===== config.mk =====
export PLATFORM = sky130hd
export DESIGN_NAME = rxf_port
export DESIGN_NICKNAME = d
export VERILOG_FILES = /design/src/rtl/rxf_pkg.sv /design/src/rtl/rxf_decode.sv /design/src/rtl/rxf_station_regs.sv /design/src/rtl/rxf_hash_ram.sv /design/src/rtl/rxf_port.sv
export SDC_FILE = /design/constraint.sdc
export NUM_CORES = 2
export LEC_CHECK = 0
export BUFFER_PORTS_ARGS = -buffer_cell sky130_fd_sc_hd__buf_4
export CAP_MARGIN = 5
export CELL_PAD_IN_SITES_DETAIL_PLACEMENT = 0
export CELL_PAD_IN_SITES_GLOBAL_PLACEMENT = 1
export CORE_UTILIZATION = 49
export CTS_BUF_LIST = sky130_fd_sc_hd__clkbuf_8
export CTS_CLUSTER_DIAMETER = 100
export CTS_CLUSTER_SIZE = 28
export DETAILED_ROUTE_END_ITERATION = 12
export HOLD_SLACK_MARGIN = 0.08
export PLACE_DENSITY_LB_ADDON = 0.2
export SLEW_MARGIN = 30
export SYNTH_ARGS = -nofsm -noshare
export SYNTH_HDL_FRONTEND = slang
export SYNTH_SLANG_ARGS = --single-unit

===== constraint.sdc =====
create_clock -name clk -period 2.99 [get_ports clk]
set_clock_uncertainty 0.05 [all_clocks]
set_input_delay 0.4485 -clock clk [delete_from_list [all_inputs] [get_ports clk]]
set_output_delay 0.4485 -clock clk [all_outputs]
set_load 0.01 [all_outputs]

===== src/rtl/rxf_pkg.sv =====
package rxf_pkg;

    localparam int BUS_W         = 32;
    localparam int WORD_W        = 16;
    localparam int FADDR_W       = 9;
    localparam int STA_BYTES     = 6;
    localparam int HASH_BASE     = 256;
    localparam int HASH_BYTES    = 256;
    localparam int HASH_WORDS    = HASH_BYTES / 2;
    localparam int STA_WORDS     = STA_BYTES / 2;
    localparam int IDX_W         = $clog2(HASH_WORDS);
    localparam int ACC_N         = 6;
    localparam int CTRL_ACC_LSB  = 16;
    localparam int CTRL_UHASH    = 22;

    typedef enum logic [1:0] {
        TGT_STA,
        TGT_HASH,
        TGT_BAD
    } tgt_e;

    typedef struct packed {
        tgt_e             tgt;
        logic [IDX_W-1:0] widx;
    } fdec_t;

    typedef struct packed {
        logic [ACC_N-1:0]   acc;
        logic [FADDR_W-1:0] faddr;
    } ctrl_t;

    typedef enum logic {
        SRC_REG,
        SRC_HASH
    } rsrc_e;

    function automatic logic [BUS_W-1:0] ctrl_to_bus(ctrl_t c);
        logic [BUS_W-1:0] r;
        r = '0;
        r[FADDR_W-1:0] = c.faddr;
        r[CTRL_ACC_LSB +: ACC_N] = c.acc;
        return r;
    endfunction

    function automatic logic [BUS_W-1:0] zext_word(logic [WORD_W-1:0] w);
        return {{(BUS_W-WORD_W){1'b0}}, w};
    endfunction

endpackage


===== src/rtl/rxf_decode.sv =====
module rxf_decode
    import rxf_pkg::*;
#(
    parameter int P_STA_BYTES  = STA_BYTES,
    parameter int P_HASH_BASE  = HASH_BASE,
    parameter int P_HASH_BYTES = HASH_BYTES
) (
    input  logic [FADDR_W-1:0] faddr,
    output fdec_t              dec
);
    localparam int HASH_LIM = P_HASH_BASE + P_HASH_BYTES;

    logic [FADDR_W-1:0] hoff;

    always_comb begin
        hoff     = faddr - FADDR_W'(P_HASH_BASE);
        dec.tgt  = TGT_BAD;
        dec.widx = '0;
        if (!faddr[0]) begin
            if (int'(faddr) < P_STA_BYTES) begin
                dec.tgt  = TGT_STA;
                dec.widx = faddr[IDX_W:1];
            end else if (int'(faddr) >= P_HASH_BASE && int'(faddr) < HASH_LIM) begin
                dec.tgt  = TGT_HASH;
                dec.widx = hoff[IDX_W:1];
            end
        end
    end
endmodule


===== src/rtl/rxf_station_regs.sv =====
module rxf_station_regs
    import rxf_pkg::*;
#(
    parameter int WORDS = STA_WORDS
) (
    input  logic                    clk,
    input  logic                    rst,
    input  logic                    we,
    input  logic [IDX_W-1:0]        widx,
    input  logic [WORD_W-1:0]       wdata,
    output logic [WORDS*WORD_W-1:0] station
);
    for (genvar g = 0; g < WORDS; g++) begin : g_word
        logic [WORD_W-1:0] word_q;
        always_ff @(posedge clk) begin
            if (rst) begin
                word_q <= '0;
            end else if (we && widx == IDX_W'(g)) begin
                word_q <= wdata;
            end
        end
        assign station[g*WORD_W +: WORD_W] = word_q;
    end
endmodule


===== src/rtl/rxf_hash_ram.sv =====
module rxf_hash_ram
    import rxf_pkg::*;
#(
    parameter int WORDS = HASH_WORDS
) (
    input  logic              clk,
    input  logic              rst,
    input  logic              we,
    input  logic              re,
    input  logic [IDX_W-1:0]  idx,
    input  logic [WORD_W-1:0] wdata,
    output logic [WORD_W-1:0] rdata
);
    logic [WORD_W-1:0] mem [WORDS];

    always_ff @(posedge clk) begin
        if (rst) begin
            for (int i = 0; i < WORDS; i++) begin
                mem[i] <= '0;
            end
            rdata <= '0;
        end else begin
            if (we) begin
                mem[idx] <= wdata;
            end
            if (re) begin
                rdata <= mem[idx];
            end
        end
    end
endmodule


===== src/rtl/rxf_port.sv =====
module rxf_port
    import rxf_pkg::*;
(
    input  logic                 clk,
    input  logic                 rst,
    input  logic                 reg_sel,
    input  logic                 wr_en,
    input  logic                 rd_en,
    input  logic [BUS_W-1:0]     wdata,
    output logic [BUS_W-1:0]     rdata,
    output logic                 rvalid,
    output logic                 err,
    output logic [ACC_N-1:0]     accept,
    output logic [STA_BYTES*8-1:0] station
);
    ctrl_t             ctrl_q;
    fdec_t             dec;
    logic              ctrl_wr, ctrl_rd, data_wr, data_rd;
    logic              sta_we, hash_we, hash_re, bad_acc, uhash_req;
    logic [WORD_W-1:0] sta_word, hash_rd;
    logic [BUS_W-1:0]  rreg_q;
    rsrc_e             src_q;
    logic              rvalid_q, err_q;
    logic              unused_wbits;

    assign unused_wbits = ^wdata[BUS_W-1:CTRL_UHASH+1];

    rxf_decode u_dec (
        .faddr (ctrl_q.faddr),
        .dec   (dec)
    );

    assign ctrl_wr   = wr_en && !reg_sel;
    assign ctrl_rd   = rd_en && !reg_sel;
    assign data_wr   = wr_en && reg_sel;
    assign data_rd   = rd_en && reg_sel;
    assign sta_we    = data_wr && dec.tgt == TGT_STA;
    assign hash_we   = data_wr && dec.tgt == TGT_HASH;
    assign hash_re   = data_rd && dec.tgt == TGT_HASH;
    assign bad_acc   = (data_wr || data_rd) && dec.tgt == TGT_BAD;
    assign uhash_req = ctrl_wr && wdata[CTRL_UHASH];

    rxf_station_regs u_sta (
        .clk     (clk),
        .rst     (rst),
        .we      (sta_we),
        .widx    (dec.widx),
        .wdata   (wdata[WORD_W-1:0]),
        .station (station)
    );

    rxf_hash_ram u_hash (
        .clk   (clk),
        .rst   (rst),
        .we    (hash_we),
        .re    (hash_re),
        .idx   (dec.widx),
        .wdata (wdata[WORD_W-1:0]),
        .rdata (hash_rd)
    );

    always_comb begin
        sta_word = '0;
        for (int i = 0; i < STA_WORDS; i++) begin
            if (dec.widx == IDX_W'(i)) begin
                sta_word = station[i*WORD_W +: WORD_W];
            end
        end
    end

    always_ff @(posedge clk) begin
        if (rst) begin
            ctrl_q   <= '0;
            err_q    <= 1'b0;
            rvalid_q <= 1'b0;
            src_q    <= SRC_REG;
            rreg_q   <= '0;
        end else begin
            if (ctrl_wr && !wdata[CTRL_UHASH]) begin
                ctrl_q.faddr <= wdata[FADDR_W-1:0];
                ctrl_q.acc   <= wdata[CTRL_ACC_LSB +: ACC_N];
            end
            err_q    <= err_q | bad_acc | uhash_req;
            rvalid_q <= rd_en;
            src_q    <= hash_re ? SRC_HASH : SRC_REG;
            if (ctrl_rd) begin
                rreg_q <= ctrl_to_bus(ctrl_q);
            end else if (data_rd && dec.tgt == TGT_STA) begin
                rreg_q <= zext_word(sta_word);
            end else begin
                rreg_q <= '0;
            end
        end
    end

    assign rdata  = (src_q == SRC_HASH) ? zext_word(hash_rd) : rreg_q;
    assign rvalid = rvalid_q;
    assign err    = err_q;
    assign accept = ctrl_q.acc;
endmodule


==> qor.csv <==
stage,metric,value,unit
floorplanning,rows,161,
final_layout,final_common_cell,and2_1,
detailed_routing,num_vias,66498,
synth,syn_area_per_cell,13.0,um2
synth,synth_ff_type,edfxtp_1,
synth,yosysSeqAreaShare,0.665,
synth,synth_compound_area_frac,0.0921,
place,place_hpwl,228000,um
place,dpl-instance-area,108000,um2
critical_path,critPathLaunchType,register,
synth,synth_top_area_cell,edfxtp_1,
synth,syn_area,95600,um2
synth,ys_warn_count,0,
detailed_routing,drt-wirelength-per-cell,32.4,um
floorplanning,core_area,193000,um2
critical_path,path_class,register to register,
clock_tree,cts_htree_levels,3,
floorplanning,dieArea,197000,um2
clock_tree,clock_path_buffers,3,
timing,final.min_clock_period,3240,ps
timing,rsz0062_at_grt,true,
timing,finalWorstSetupSlack,-247,ps
final_layout,layout-drive-gt1-share,0.221,
final_layout,seqCellArea,63600,um2
critical_path,end_kind,register,
final_layout,final_util,0.583,
floorplanning,start_util,0.495,
detailed_routing,post-route-drc-count,0,
final_layout,multi_input_area,30400,um2
detailed_routing,dr.pass1.iters,11,
global_routing,gr-total-overflow,0,
timing,worst_pin_slew,1010,ps
place,routabilityCongestion,0.980,
job,maxCapViolCount,0,
global_routing,grt_start_max_net_pins,136,
clock_tree,cts-root-buf,clkbuf_8,
synth,synth_top_family_by_area,simple AND/OR/NAND/NOR gates,
clock_tree,cts_tree,built,
clock_tree,clock-sinks,2152,
detailed_routing,detail_route.vias_per_cell,6.25,
final_layout,final_net_count,8089,
clock_tree,clk_latency,960,ps
clock_tree,numCtsBuffers,89,
critical_path,worstPathArrival,4050,ps
power_and_ir_drop,worst_ir_drop_vdd,0.331,mV
timing,setup_viol,33,
run_status,status,"finished, violations left",
detailed_routing,ant_nets,0,
synth,synth-async-reset-ratio,0,
synth,synth_edf_count,2048,
timing,max_freq,309,MHz
final_layout,final_area,113000,um2
final_layout,areaGrowthSynthToFinish,17.9,%
global_routing,grt_use_met3,0.0665,
final_layout,final_cell_mix,"2057 x and2_1, 2048 x edfxtp_1, 903 x buf_4",
global_routing,top_usage_layer,met2,
synth,synth_cells,7354,
floorplanning,die_y,444,um
timing,period_share,1.08,
global_routing,grt_use_met2,0.522,
place,io_buffers,105,
global_routing,use_met1,0.488,
timing,drv_slew,0,
timing,slew_headroom,0.325,
global_routing,grt_first_pass_wirelength,481000,um
synth,synth_xor_area_frac,0,
synth,synth_area_leaders,"edfxtp_1 64%, and2_1 13%, dfxtp_1 2.2%",
synth,ys_seq_elements,2152,
detailed_routing,drtIter0Drc,10627,
synth,synth_simple_gate_area_frac,0.181,
timing,hold_violations,0,
synth,muxShareOfSynthArea,0.0318,
power_and_ir_drop,power_density,449,nW/um2
run_status,violations,setup timing,
global_routing,antenna_found_initial,21,
worst_hold_path,min-delay-path-class,input port to register,
floorplanning,die_w,444,um
timing,fin_setup_tns,-2960,ps
synth,synthAdderAreaFrac,0,
global_routing,grt_use_total,0.344,
floorplanning,ioPinCount,125,
critical_path,required,3800,ps
critical_path,critPathMaxFanout,7,
global_routing,grt_pass1_vias,62649,
power_and_ir_drop,p_total,0.0507,W
synth,synth.top_cell.area_share,0.643,
synth,yosysUniqueCellTypes,83,
detailed_routing,finalWirelength,345000,um
final_layout,fill_cells,15293,
clock_tree,path_clk_slew,170,ps
power_and_ir_drop,p_leak,41.2,nW
[cells in the mapped netlist (8+ instances only)]
library cell  instances
and2_1             2058
edfxtp_1           2048
clkbuf_1            512
nand2_1             459
a22oi_1             258
a21oi_1             242
nor2_1              233
a222oi_1            177
mux2i_1             156
or2_2               130
buf_2               122
a31oi_1             121
o21ai_0             120
dfxtp_1             104
nand3_1              59
a221oi_1             52
o211ai_1             47
mux4_2               44
mux2_2               43
a22o_1               42
buf_1                39
buf_4                26
o22ai_1              23
nor4_1               20
a311oi_1             19
and3_1               16
o2bb2ai_1            16
a41oi_1              12
nor3_1               12
nor2b_1              11
o31ai_1              10
or4_1                 8
[cells by family (layout without fill, tap and decap cells)]
kind of cell	Yosys count	count (layout)
and+or+nand+nor	3034	3034
DFF	2152	2152
AOI/OAI and AO/OA	1217	1217
buffers and inverters	707	1446
muxes	243	243
other	1	19
[through the flow]
step / hold slack [ps] / std cells / setup WS, ps
floorplan: 395 / 7363 / 166
global placement: 410 / 10344 / -1150
detailed placement: 414 / 10344 / -1120
CTS: 119 / 10599 / -165
global route: 178 / 10630 / -297
finish: 200 / 10637 / -247
[worst paths after layout]
| kind | depth (start not counted) | start | endpoint | slack (ps) |
|---|---|---|---|---|
| hold / removal | 2 | wdata[11] | u_hash.mem[24][11] | 200 |
| hold reg to reg | 2 | u_sta.g_word[1].word_q[10] | u_sta.g_word[1].word_q[10] | 430 |
| setup / recovery | 11 | ctrl_q[4] | u_hash.rdata[0] | -250 |
| setup reg to reg | 11 | ctrl_q[4] | u_hash.rdata[0] | -250 |
[power by group]
group / switching [W] / internal (W) / total (W)
sequential: 0.000339 / 0.0338 / 0.0341
combinational: 0.00273 / 0.00156 / 0.00429
clock: 0.00915 / 0.00308 / 0.0122
[critical path, cell delays in order (launching register included)]
cell      delay (ps)
dfxtp_4          380
buf_6            120
nor4_4           390
a31oi_4          130
or2_4            360
buf_6            180
buf_4            170
a211oi_1         290
a21oi_2          160
nor4_4           470
o22a_2           320
a31oi_1          100
[state kept, by name (all words and copies together) (netlist names)]
register,cells
u_sta.g_word.word_q,48
ctrl_q,9
src_q,1
u_hash.rdata,16
u_hash.mem,2048
rvalid,1
rreg_q,22
err,1
accept,6
[final cells by class]
| cell class | instances | area share |
|---|---|---|
| inverter | 6 | 0.000200 |
| multi-input combinational | 4504 | 0.269 |
| timing repair buffer | 1299 | 0.124 |
| sequential | 2152 | 0.564 |
| antenna | 9 | 0.000200 |
| clock buffer | 91 | 0.0111 |
| clock inverter | 50 | 0.00274 |
| tap | 2526 | 0.0280 |
[per-layer routing]
| metal | wire, um | share of wire | up-vias |
|---|---|---|---|
| met1 | 136000 | 0.40 | 33689 |
| li1 | - | - | 28069 |
| met4 | 15800 | 0.046 | 8 |
| met3 | 39400 | 0.11 | 565 |
| met2 | 153000 | 0.44 | 4167 |
| met5 | 60 | 0.00017 | - |
[repair_timing]
item / CTS / global route
gates resized for setup: 225 / 84
cloned: 11 / 1
buffers inserted: 64 / 35
pin swaps: 85 / 66
hold buffers: 43 / 0
endpoints found under the setup margin: 425 / 844
endpoints found under the hold margin: 381 / 0
Note: power is estimated with default switching activity, not from simulation.
